[src/rtl/lpw_pkg.sv]
package lpw_pkg;

    typedef enum logic [1:0] {
        ST_DOWN   = 2'd0,
        ST_LISTEN = 2'd1,
        ST_PULSE  = 2'd2,
        ST_AWAKE  = 2'd3
    } lpw_state_e;

    // round(num * hz / den)
    function automatic int unsigned scale_ticks(input int unsigned num,
                                                input int unsigned den,
                                                input int unsigned hz);
        longint unsigned prod;
        prod = 64'(num) * 64'(hz) + 64'(den / 2);
        return 32'(prod / 64'(den));
    endfunction

    function automatic int unsigned off_ticks(input logic [1:0] code,
                                              input int unsigned hz);
        return scale_ticks(32'd1 << code, 32'd1000, hz);
    endfunction

    function automatic int unsigned art_seconds(input logic [2:0] code);
        case (code)
            3'd1:    return 32'd1;
            3'd2:    return 32'd5;
            3'd3:    return 32'd20;
            3'd4:    return 32'd120;
            3'd5:    return 32'd900;
            3'd6:    return 32'd3600;
            3'd7:    return 32'd7200;
            default: return 32'd0;
        endcase
    endfunction

    function automatic int unsigned art_ticks(input logic [2:0] code,
                                              input int unsigned hz);
        return art_seconds(code) * hz;
    endfunction

    function automatic int unsigned tout_ticks(input logic [2:0] code,
                                               input int unsigned hz);
        return scale_ticks(32'd50 * {29'd0, code}, 32'd1000, hz);
    endfunction

endpackage

[src/rtl/lpw_duty_gate.sv]
module lpw_duty_gate
    import lpw_pkg::*;
#(
    parameter int unsigned TICK_HZ = 32768
) (
    input  logic       clk_i,
    input  logic       rst_i,
    input  logic       tick_i,
    input  logic       active_i,
    input  logic [1:0] off_code_i,
    output logic       on_o
);
    localparam int unsigned ON_TICKS = scale_ticks(32'd1, 32'd1000, TICK_HZ);
    localparam int unsigned OFF_MAX  = off_ticks(2'd3, TICK_HZ);
    localparam int unsigned SPAN     = (OFF_MAX > ON_TICKS) ? OFF_MAX : ON_TICKS;
    localparam int DW = $clog2(SPAN + 1);

    logic          phase_off;
    logic [DW-1:0] cnt;
    logic [DW-1:0] off_lim [4];
    logic [DW-1:0] on_lim;

    assign on_lim = DW'(ON_TICKS - 1);

    for (genvar g = 0; g < 4; g++) begin : g_off_lim
        assign off_lim[g] = DW'(off_ticks(2'(g), TICK_HZ) - 1);
    end

    always_ff @(posedge clk_i) begin
        if (rst_i || !active_i) begin
            phase_off <= 1'b0;
            cnt       <= '0;
        end else if (tick_i) begin
            if (!phase_off) begin
                if (cnt >= on_lim) begin
                    phase_off <= 1'b1;
                    cnt       <= '0;
                end else begin
                    cnt <= cnt + 1'b1;
                end
            end else begin
                if (cnt >= off_lim[off_code_i]) begin
                    phase_off <= 1'b0;
                    cnt       <= '0;
                end else begin
                    cnt <= cnt + 1'b1;
                end
            end
        end
    end

    assign on_o = !phase_off;

    assert_on_window_R3: assert property (@(posedge clk_i) disable iff (rst_i)
        (!phase_off) |-> (cnt <= on_lim));

endmodule

[src/rtl/lpw_art_timer.sv]
module lpw_art_timer
    import lpw_pkg::*;
#(
    parameter int unsigned TICK_HZ = 32768
) (
    input  logic       clk_i,
    input  logic       rst_i,
    input  logic       tick_i,
    input  logic       run_i,
    input  logic [2:0] code_i,
    output logic       fire_o
);
    localparam int AW = $clog2(art_ticks(3'd7, TICK_HZ) + 1);

    logic [AW-1:0] cnt;
    logic [AW-1:0] lim [8];
    logic          en;

    for (genvar g = 0; g < 8; g++) begin : g_lim
        assign lim[g] = AW'(art_ticks(3'(g), TICK_HZ) - 1);
    end

    assign en     = run_i && (code_i != 3'd0);
    assign fire_o = en && tick_i && (cnt >= lim[code_i]);

    always_ff @(posedge clk_i) begin
        if (rst_i || !en) begin
            cnt <= '0;
        end else if (tick_i) begin
            cnt <= (cnt >= lim[code_i]) ? '0 : cnt + 1'b1;
        end
    end

    assert_fire_gap_R4: assert property (@(posedge clk_i) disable iff (rst_i)
        (fire_o && lim[code_i] != '0) |=> !fire_o);

endmodule

[src/rtl/lpw_carrier_qual.sv]
module lpw_carrier_qual
    import lpw_pkg::*;
#(
    parameter int unsigned TICK_HZ = 32768
) (
    input  logic clk_i,
    input  logic rst_i,
    input  logic tick_i,
    input  logic en_i,
    input  logic carrier_i,
    output logic hit_o
);
    localparam int unsigned CAR_TICKS = scale_ticks(32'd550, 32'd1000000, TICK_HZ);
    localparam int CW = $clog2(CAR_TICKS + 1);

    logic [CW-1:0] cnt;

    always_ff @(posedge clk_i) begin
        if (rst_i || !en_i || (tick_i && !carrier_i)) begin
            cnt <= '0;
        end else if (tick_i && cnt != CW'(CAR_TICKS)) begin
            cnt <= cnt + 1'b1;
        end
    end

    assign hit_o = (cnt == CW'(CAR_TICKS));

    assert_hit_needs_carrier_R7: assert property (@(posedge clk_i) disable iff (rst_i)
        $rose(hit_o) |-> $past(carrier_i));

endmodule

[src/rtl/lp_wake_ctrl.sv]
module lp_wake_ctrl
    import lpw_pkg::*;
#(
    parameter int unsigned TICK_HZ = 32768
) (
    input  logic       clk_i,
    input  logic       rst_i,
    input  logic       tick_i,
    input  logic       pwd_i,
    input  logic       onoff_en_i,
    input  logic [1:0] off_code_i,
    input  logic [2:0] art_code_i,
    input  logic [2:0] tout_code_i,
    input  logic       corr_en_i,
    input  logic       carrier_i,
    input  logic       corr_wake_i,
    input  logic       clear_wake_i,
    output logic       chan_en_o,
    output logic       wake_o
);
    localparam int unsigned PULSE_TICKS = scale_ticks(32'd128, 32'd1000000, TICK_HZ);
    localparam int unsigned HOLD_MAX    = tout_ticks(3'd7, TICK_HZ);
    localparam int HOLD_W = $clog2(HOLD_MAX + 1);

    lpw_state_e        state_q, state_d;
    logic [HOLD_W-1:0] hold_q;
    logic [HOLD_W-1:0] tout_lim [8];
    logic              listening, duty_on, car_hit, art_fire, det;
    logic              pulse_done, tout_done;

    for (genvar g = 0; g < 8; g++) begin : g_tout_lim
        assign tout_lim[g] = HOLD_W'(tout_ticks(3'(g), TICK_HZ) - 1);
    end

    assign listening = (state_q == ST_LISTEN) || (state_q == ST_PULSE);

    lpw_duty_gate #(.TICK_HZ(TICK_HZ)) u_duty (
        .clk_i      (clk_i),
        .rst_i      (rst_i),
        .tick_i     (tick_i),
        .active_i   (listening && onoff_en_i),
        .off_code_i (off_code_i),
        .on_o       (duty_on)
    );

    assign chan_en_o = (state_q == ST_AWAKE) || (listening && duty_on);
    assign wake_o    = (state_q == ST_PULSE) || (state_q == ST_AWAKE);

    lpw_carrier_qual #(.TICK_HZ(TICK_HZ)) u_carq (
        .clk_i     (clk_i),
        .rst_i     (rst_i),
        .tick_i    (tick_i),
        .en_i      (listening && !corr_en_i && chan_en_o),
        .carrier_i (carrier_i),
        .hit_o     (car_hit)
    );

    lpw_art_timer #(.TICK_HZ(TICK_HZ)) u_art (
        .clk_i  (clk_i),
        .rst_i  (rst_i),
        .tick_i (tick_i),
        .run_i  (state_q != ST_DOWN),
        .code_i (art_code_i),
        .fire_o (art_fire)
    );

    assign det        = corr_en_i ? corr_wake_i : car_hit;
    assign pulse_done = tick_i && (hold_q >= HOLD_W'(PULSE_TICKS - 1));
    assign tout_done  = (tout_code_i != 3'd0) && tick_i && (hold_q >= tout_lim[tout_code_i]);

    always_comb begin
        state_d = state_q;
        if (pwd_i) begin
            state_d = ST_DOWN;
        end else begin
            case (state_q)
                ST_DOWN:   state_d = ST_LISTEN;
                ST_LISTEN: begin
                    if (det)           state_d = ST_AWAKE;
                    else if (art_fire) state_d = ST_PULSE;
                end
                ST_PULSE: begin
                    if (det)                             state_d = ST_AWAKE;
                    else if (clear_wake_i || pulse_done) state_d = ST_LISTEN;
                end
                ST_AWAKE: begin
                    if (clear_wake_i || tout_done) state_d = ST_LISTEN;
                end
                default:   state_d = ST_DOWN;
            endcase
        end
    end

    always_ff @(posedge clk_i) begin
        if (rst_i) begin
            state_q <= ST_DOWN;
            hold_q  <= '0;
        end else begin
            state_q <= state_d;
            if (state_d != state_q)
                hold_q <= '0;
            else if (tick_i && hold_q != '1)
                hold_q <= hold_q + 1'b1;
        end
    end

    assert_pd_quiet_R1: assert property (@(posedge clk_i) disable iff (rst_i)
        pwd_i |=> (!wake_o && !chan_en_o));

    assert_corr_wake_R6: assert property (@(posedge clk_i) disable iff (rst_i)
        (state_q == ST_LISTEN && !pwd_i && corr_en_i && corr_wake_i) |=> wake_o);

    assert_pulse_bound_R5: assert property (@(posedge clk_i) disable iff (rst_i)
        (state_q == ST_PULSE) |-> (hold_q < HOLD_W'(PULSE_TICKS)));

    assert_clear_R8: assert property (@(posedge clk_i) disable iff (rst_i)
        (state_q == ST_AWAKE && clear_wake_i && !pwd_i) |=> (state_q == ST_LISTEN));

endmodule

[config.mk]
export PLATFORM = sky130hd
export DESIGN_NAME = lp_wake_ctrl
export DESIGN_NICKNAME = d
export VERILOG_FILES = /design/src/rtl/lpw_pkg.sv /design/src/rtl/lpw_duty_gate.sv /design/src/rtl/lpw_art_timer.sv /design/src/rtl/lpw_carrier_qual.sv /design/src/rtl/lp_wake_ctrl.sv
export SDC_FILE = /design/constraint.sdc
export NUM_CORES = 1
export LEC_CHECK = 0
export CAP_MARGIN = 10
export CORE_ASPECT_RATIO = 1.25
export CORE_MARGIN = 2
export CORE_UTILIZATION = 43
export CTS_CLUSTER_DIAMETER = 100
export DETAILED_ROUTE_END_ITERATION = 7
export DONT_BUFFER_PORTS = 1
export GPL_ROUTABILITY_DRIVEN = 1
export SYNTH_ARGS = -nofsm -noshare
export SYNTH_HDL_FRONTEND = slang
export SYNTH_SLANG_ARGS = --single-unit
[constraint.sdc]
create_clock -name clk_i -period 9.32 [get_ports clk_i]
set_input_delay 1.398 -clock clk_i [delete_from_list [all_inputs] [get_ports clk_i]]
set_output_delay 1.398 -clock clk_i [all_outputs]
set_load 0.02 [all_outputs]
# After elaboration in Yosys (flattened, before gate mapping)
# Memories as Yosys holds them, arrays and structs flattened.
# Index checks and enable logic that the tools add are counted.
# word_totals
in_bits	17
n_memories	2
rom_bits	336
regBits	59
# classes
muxes	22
n_reduce_logical	33
order_cmp	8
n_eq_ne	7
addsub	4
bitwise	3
# mem_list
name	depth	width	read_ports	rd_clocked_by_memory_dff	wr	line	rtl
(no name shown)	8	28	1	0	0	lpw_art_timer.sv:30	cnt <= (cnt >= lim[code_i]) ? '0 : cnt + 1'b1;
(no name shown)	8	14	1	0	0	lp_wake_ctrl.sv:69	assign tout_done = (tout_code_i != 3'd0) && tick_i && (hold_q >= tout_lim[tout_code_i]);
# op_table
cell	count
28-bit two-way mux	3
9-bit two-way mux	5
28-bit by 1-bit adder with 28-bit output, second input constant	1
28-bit greater-or-equal comparator	1
14-bit two-way mux	2
9-bit binary-select mux with 2-bit select	1
14-bit by 1-bit adder with 14-bit output, second input constant	1
14-bit greater-or-equal comparator	1
14-bit by 2-bit greater-or-equal comparator with 1-bit output, second input constant	1
14-bit != test, second input constant	1
1-bit logical AND	13
2-bit two-way mux	6
9-bit by 1-bit adder with 9-bit output, second input constant	1
9-bit by 6-bit greater-or-equal comparator with 1-bit output, second input constant	1
9-bit greater-or-equal comparator	1
1-bit logical OR	9
4-bit greater-or-equal comparator, second input constant	2
3-bit inverter with 4-bit output	2
2-bit case mux with 4 select lines	1
1-bit zero test	6
3-bit nonzero test	2
5-bit by 1-bit adder with 5-bit output, second input constant	1
5-bit equality test, second input constant	1
5-bit != test, second input constant	1
other kinds (9)	13

# Depth between registers and ports, before layout
# logic_depth
depth_word	12
ltp_mapped	14
mapped_depth_nobuf	12

# Modules after synthesis
# Synthesis repeated with hierarchy kept, for this count alone.
# hier_totals
hier_cells	509
hier_area_um2	4270.3
# by_module_without_submodules
mod	seq_area_each_um2	cells_per_inst	n_inst	area_each_um2
lpw_art_timer	560.5	196	1	1649.1
lp_wake_ctrl	320.3	187	1	1557.7
lpw_duty_gate	200.2	98	1	793.3
lpw_carrier_qual	100.1	28	1	270.3

# Least setup slack after synthesis
# OpenSTA, ideal clock, no wires.
# synth_timing
path_kind	input to register
start	in art_code_i[0]
end	reg hold_q[10]
cell_stages	12
slack_ns	5.308
arrival_time_ns	3.954
required_ns	9.261
n_path_buf	1
path_cell_list	inv_1 -> ha_1 -> nor2b_1 -> a21oi_1 -> ha_1 -> a21oi_1 -> nor2_1 -> a2111oi_1 -> o31ai_4 -> a41oi_1 -> clkbuf_1 -> o211a_1
# synth_via
elab_chain_len	12
word_cells_on_any_way	15
# synth_lines
element	line	rtl
start: declaration	lp_wake_ctrl.sv:12	input logic [2:0] art_code_i,
3-bit inverter with 4-bit output (implied by the code)	lpw_art_timer.sv:24	assign fire_o = en && tick_i && (cnt >= lim[code_i]);
memory 8 x 28 bit	n/a	
28-bit two-way mux (2 in a row)	n/a	
28-bit greater-or-equal comparator	n/a	
1-bit logical AND *	lpw_art_timer.sv:24	
2-bit two-way mux *	lp_wake_ctrl.sv:80	else if (art_fire) state_d = ST_PULSE;
2-bit two-way mux *	lp_wake_ctrl.sv:79	if (det) state_d = ST_AWAKE;
2-bit case mux with 4 select lines *	lp_wake_ctrl.sv:76	case (state_q)
2-bit two-way mux *	lp_wake_ctrl.sv:73	if (pwd_i) begin
2-bit != test *	lp_wake_ctrl.sv:100	if (state_d != state_q)
2-bit OR reduction (no source line) *	n/a	
end signal: assignment	lp_wake_ctrl.sv:103	hold_q <= hold_q + 1'b1;
end: declaration	lp_wake_ctrl.sv:26	logic [HOLD_W-1:0] hold_q;
# Every way passes the cells marked *; elsewhere a longest branch is shown, timed or not. The select of a mux whose other input is x is not followed.
# A chain may end at the register's enable or synchronous reset.

# Worst setup path in the final report
# layout_timing
start	in art_code_i[0]
end	reg hold_q[0]
# The elaborated chain is that of the path after synthesis.

==> impl_metrics.prom <==
# TYPE chip_impl_metric gauge
chip_impl_info{name="status",value="complete, no violations"} 1
chip_impl_metric{name="worst_path_largest_cell_delay",unit="ns"} 1.04
chip_impl_metric{name="max_cap_viol_count",unit=""} 0
chip_impl_info{name="clock-root-buffer",value="clkbuf_16"} 1
chip_impl_metric{name="start_util",unit=""} 0.441
chip_impl_metric{name="routed_wire_length",unit="um"} 8520
chip_impl_metric{name="finalCritPeriodShare",unit=""} 0.470
chip_impl_metric{name="transition_time_of_the_tightest_slew_check_pin",unit="ns"} 1.22
chip_impl_info{name="timing.setup.critical_path_class",value="input pin to register"} 1
chip_impl_metric{name="post_syn_area",unit="mm2"} 0.00403
chip_impl_metric{name="firstDrtPassIters",unit=""} 4
chip_impl_metric{name="diodes",unit=""} 0
chip_impl_metric{name="die_h",unit="um"} 112
chip_impl_metric{name="achievable-frequency",unit="GHz"} 0.228
chip_impl_metric{name="first_pass_grt_wire_length",unit="um"} 14900
chip_impl_metric{name="gp_congestion",unit=""} 0.839
chip_impl_metric{name="final_design_area_no_fill",unit="mm2"} 0.00442
chip_impl_metric{name="synth_cell_types",unit=""} 49
chip_impl_info{name="layout.cells.most_common_list",value="nor2_1 (62), dfxtp_1 (59), ha_1 (52)"} 1
chip_impl_info{name="worstSetupEndpointType",value="register"} 1
chip_impl_metric{name="whs",unit="ns"} 0.490
chip_impl_metric{name="hold_viol",unit=""} 0
chip_impl_metric{name="post_route_cells_drive_above_1_share",unit=""} 0.0500
chip_impl_metric{name="route.detailed.vias_per_inst",unit=""} 5.55
chip_impl_metric{name="power_density",unit="mW/mm2"} 146
chip_impl_info{name="layout.cells.most_common",value="nor2_1"} 1
chip_impl_metric{name="area_growth",unit="%"} 9.85
chip_impl_metric{name="final-max-slew-violation-count",unit=""} 0
chip_impl_metric{name="cts.sink_count",unit=""} 59
chip_impl_info{name="cell_types_occupying_the_most_area_after_synthesis",value="dfxtp_1 (29%), ha_1 (16%), xor2_1 (6.7%)"} 1
chip_impl_metric{name="worst_setup_timing_slack_at_the_placement_stage",unit="ns"} 4.56
chip_impl_metric{name="leakagePower",unit="uW"} 0.00185
chip_impl_info{name="critical_path.startpoint_type",value="input pin"} 1
chip_impl_metric{name="final_nets",unit=""} 544
chip_impl_metric{name="timing.final.setup_violations",unit=""} 0
chip_impl_metric{name="data_required_time_at_the_worst_endpoint",unit="ns"} 9.59
chip_impl_info{name="worst_min_delay_path_class",value="register to register"} 1
chip_impl_metric{name="final_antenna_net_count",unit=""} 0
chip_impl_info{name="synth_ff_type",value="dfxtp_1"} 1
chip_impl_metric{name="cts-htree-levels",unit=""} 3
chip_impl_metric{name="ys_ff_latch",unit=""} 59
chip_impl_metric{name="setup_slack_of_the_critical_path_after_layout",unit="ns"} 4.94
chip_impl_info{name="grt_setup_unrepaired",value="false"} 1
chip_impl_metric{name="post_synth_inst_count",unit=""} 476
chip_impl_metric{name="async_flop_share",unit=""} 0
chip_impl_metric{name="cts_hold_repair.buffers",unit=""} 0
chip_impl_metric{name="grt_util_all_layers",unit=""} 0.178
chip_impl_metric{name="synth_enable_flop_cells",unit=""} 0
chip_impl_metric{name="fin_tns_setup",unit="ns"} 0
chip_impl_metric{name="floorplan.core_area",unit="mm2"} 0.00913
chip_impl_metric{name="syn-mean-instance-area",unit="um2"} 8.46
chip_impl_metric{name="max-clock-path-buffers",unit=""} 2
chip_impl_metric{name="peak_vdd_ir",unit="V"} 0.0000806
chip_impl_metric{name="final_core_utilization",unit=""} 0.485
chip_impl_metric{name="top_level_ports",unit=""} 19
chip_impl_metric{name="synth_top_area_frac",unit=""} 0.293
chip_impl_metric{name="grt_max_degree",unit=""} 28
chip_impl_metric{name="final.fill_count",unit=""} 910
chip_impl_metric{name="post_detailed_placement_half_perimeter_wirelength",unit="um"} 6470
chip_impl_metric{name="clock_latency",unit="ns"} 0.32
chip_impl_info{name="synth_top_area_cell",value="dfxtp_1"} 1
chip_impl_metric{name="placement.cell_area",unit="mm2"} 0.00412
chip_impl_metric{name="multi_input_comb_area",unit="mm2"} 0.00271
chip_impl_metric{name="cts.clk_slew.worst_paths",unit="ns"} 0.05
chip_impl_metric{name="ys_warn_count",unit=""} 0
chip_impl_metric{name="num_vias",unit=""} 3349
chip_impl_metric{name="tritoncts.num_buffers",unit=""} 9
chip_impl_metric{name="synth_fp_nets",unit=""} 545
chip_impl_metric{name="detailedRoute.firstIterationViolations",unit=""} 171
chip_impl_metric{name="period_minus_slack",unit="ns"} 4.38
chip_impl_metric{name="post_cts_resized",unit=""} 0
chip_impl_metric{name="first_global_vias",unit=""} 3279
chip_impl_metric{name="final.setup_skew",unit="ns"} 0.00667
chip_impl_metric{name="io_buffers",unit=""} 0
chip_impl_metric{name="std_cell_rows",unit=""} 39
chip_impl_metric{name="total_gr_overflow",unit=""} 0
chip_impl_info{name="cts_tree",value="done"} 1
chip_impl_metric{name="arrival",unit="ns"} 4.65
chip_impl_metric{name="worst-path-max-fanout",unit=""} 14
chip_impl_metric{name="wl_per_cell",unit="um"} 14.1
chip_impl_info{name="critical_path.cell_chain",value="inv_1 -> ha_1 -> nor2b_1 -> a21oi_1 -> ha_1 -> a21oi_1 -> nor2_1 -> a2111oi_1 -> o31ai_4 -> a41oi_1 -> o221a_1"} 1
chip_impl_metric{name="post-cts-setup-buffer-count",unit=""} 0
chip_impl_metric{name="floorplan.die_area",unit="mm2"} 0.0102
chip_impl_metric{name="antenna_violations_before_repair",unit=""} 0
chip_impl_metric{name="register_area",unit="mm2"} 0.00118
chip_impl_metric{name="post-route-drc-count",unit=""} 0
chip_impl_info{name="critical-path-slowest-cell",value="a41oi_1"} 1
chip_impl_metric{name="slew_headroom",unit=""} 0.178
chip_impl_metric{name="seq_area_frac_synth",unit=""} 0.293
chip_impl_metric{name="die_width",unit="um"} 90.6
==> routing by layer <==
layer  GRT usage  vias up  wire, um
li1            -     1709         -
met1       0.215     1584      3860
met2       0.310       43      4260
met3      0.0349       13       225
met4      0.0687        0       176
met5           0        -         0
==> flip-flops by register name, indices dropped and copies added, names as in the netlist <==
register,flops
hold_q,14
u_duty.cnt,9
u_duty.phase_off,1
u_carq.cnt,5
u_art.cnt,28
state_q,2
==> final timing paths <==
check                    from                to  slack, ns  cells after the start
max             art_code_i[0]         hold_q[0]       4.94                     11
min          u_duty.phase_off  u_duty.phase_off       0.49                      2
max reg2reg     u_art.cnt[23]         hold_q[0]       6.29                      7
min reg2reg  u_duty.phase_off  u_duty.phase_off       0.49                      2
==> cells in the mapped netlist, drive strengths merged, types with 5 or more instances <==
cell,n
a211oi,6
a21o,6
a21oi,25
and3,13
buf,8
dfxtp,59
ha,52
inv,20
nand2,34
nand2b,5
nand3,20
nand4,23
nor2,62
nor3,11
nor4,7
o211a,13
o21ai,14
xnor2,15
xor2,31
==> through the flow <==
step / std cells / total power [uW]
final: 603 / 646
after global routing: 603 / 670
after CTS: 603 / 652
after detailed placement: 587 / 303
after global placement: 587 / 301
after floorplan: 476 / 296
==> cells by family (layout without fill, tap and decap cells) <==
family	count (synthesis)	in the layout	share of synthesized area
AND/OR/NAND/NOR	195	195	0.243
flip-flops	59	59	0.293
multiplexers	6	6	0.0158
buffers and inverters	32	36	0.0351
XOR/XNOR	46	46	0.100
adder cells (fa/ha/maj)	52	52	0.162
AO/OA/AOI/OAI	86	86	0.151
==> area by class of cell <==
class / instances / area share
Multi-Input combinational cell: 385 / 0.611
Clock buffer: 10 / 0.0518
Tap cell: 123 / 0.0348
Sequential cell: 59 / 0.267
Inverter: 20 / 0.0170
Clock inverter: 6 / 0.0181
==> power breakdown <==
group | total, uW | switching (uW) | leakage [uW] | internal [uW]
sequential | 255 | 1.46 | 0.000476 | 254
combinational | 42.2 | 25.3 | 0.00122 | 16.8
clock | 349 | 117 | 0.000156 | 232
==> worst max-delay path: cells and delay by family <==
| family | cells | cell delay (ns) |
|---|---|---|
| adder cells (fa/ha/maj) | 2 | 0.50 |
| AND/OR/NAND/NOR | 2 | 0.22 |
| buffers and inverters | 1 | 0.05 |
| AO/OA/AOI/OAI | 6 | 2.50 |
Note: power is estimated with default switching activity, not from simulation.
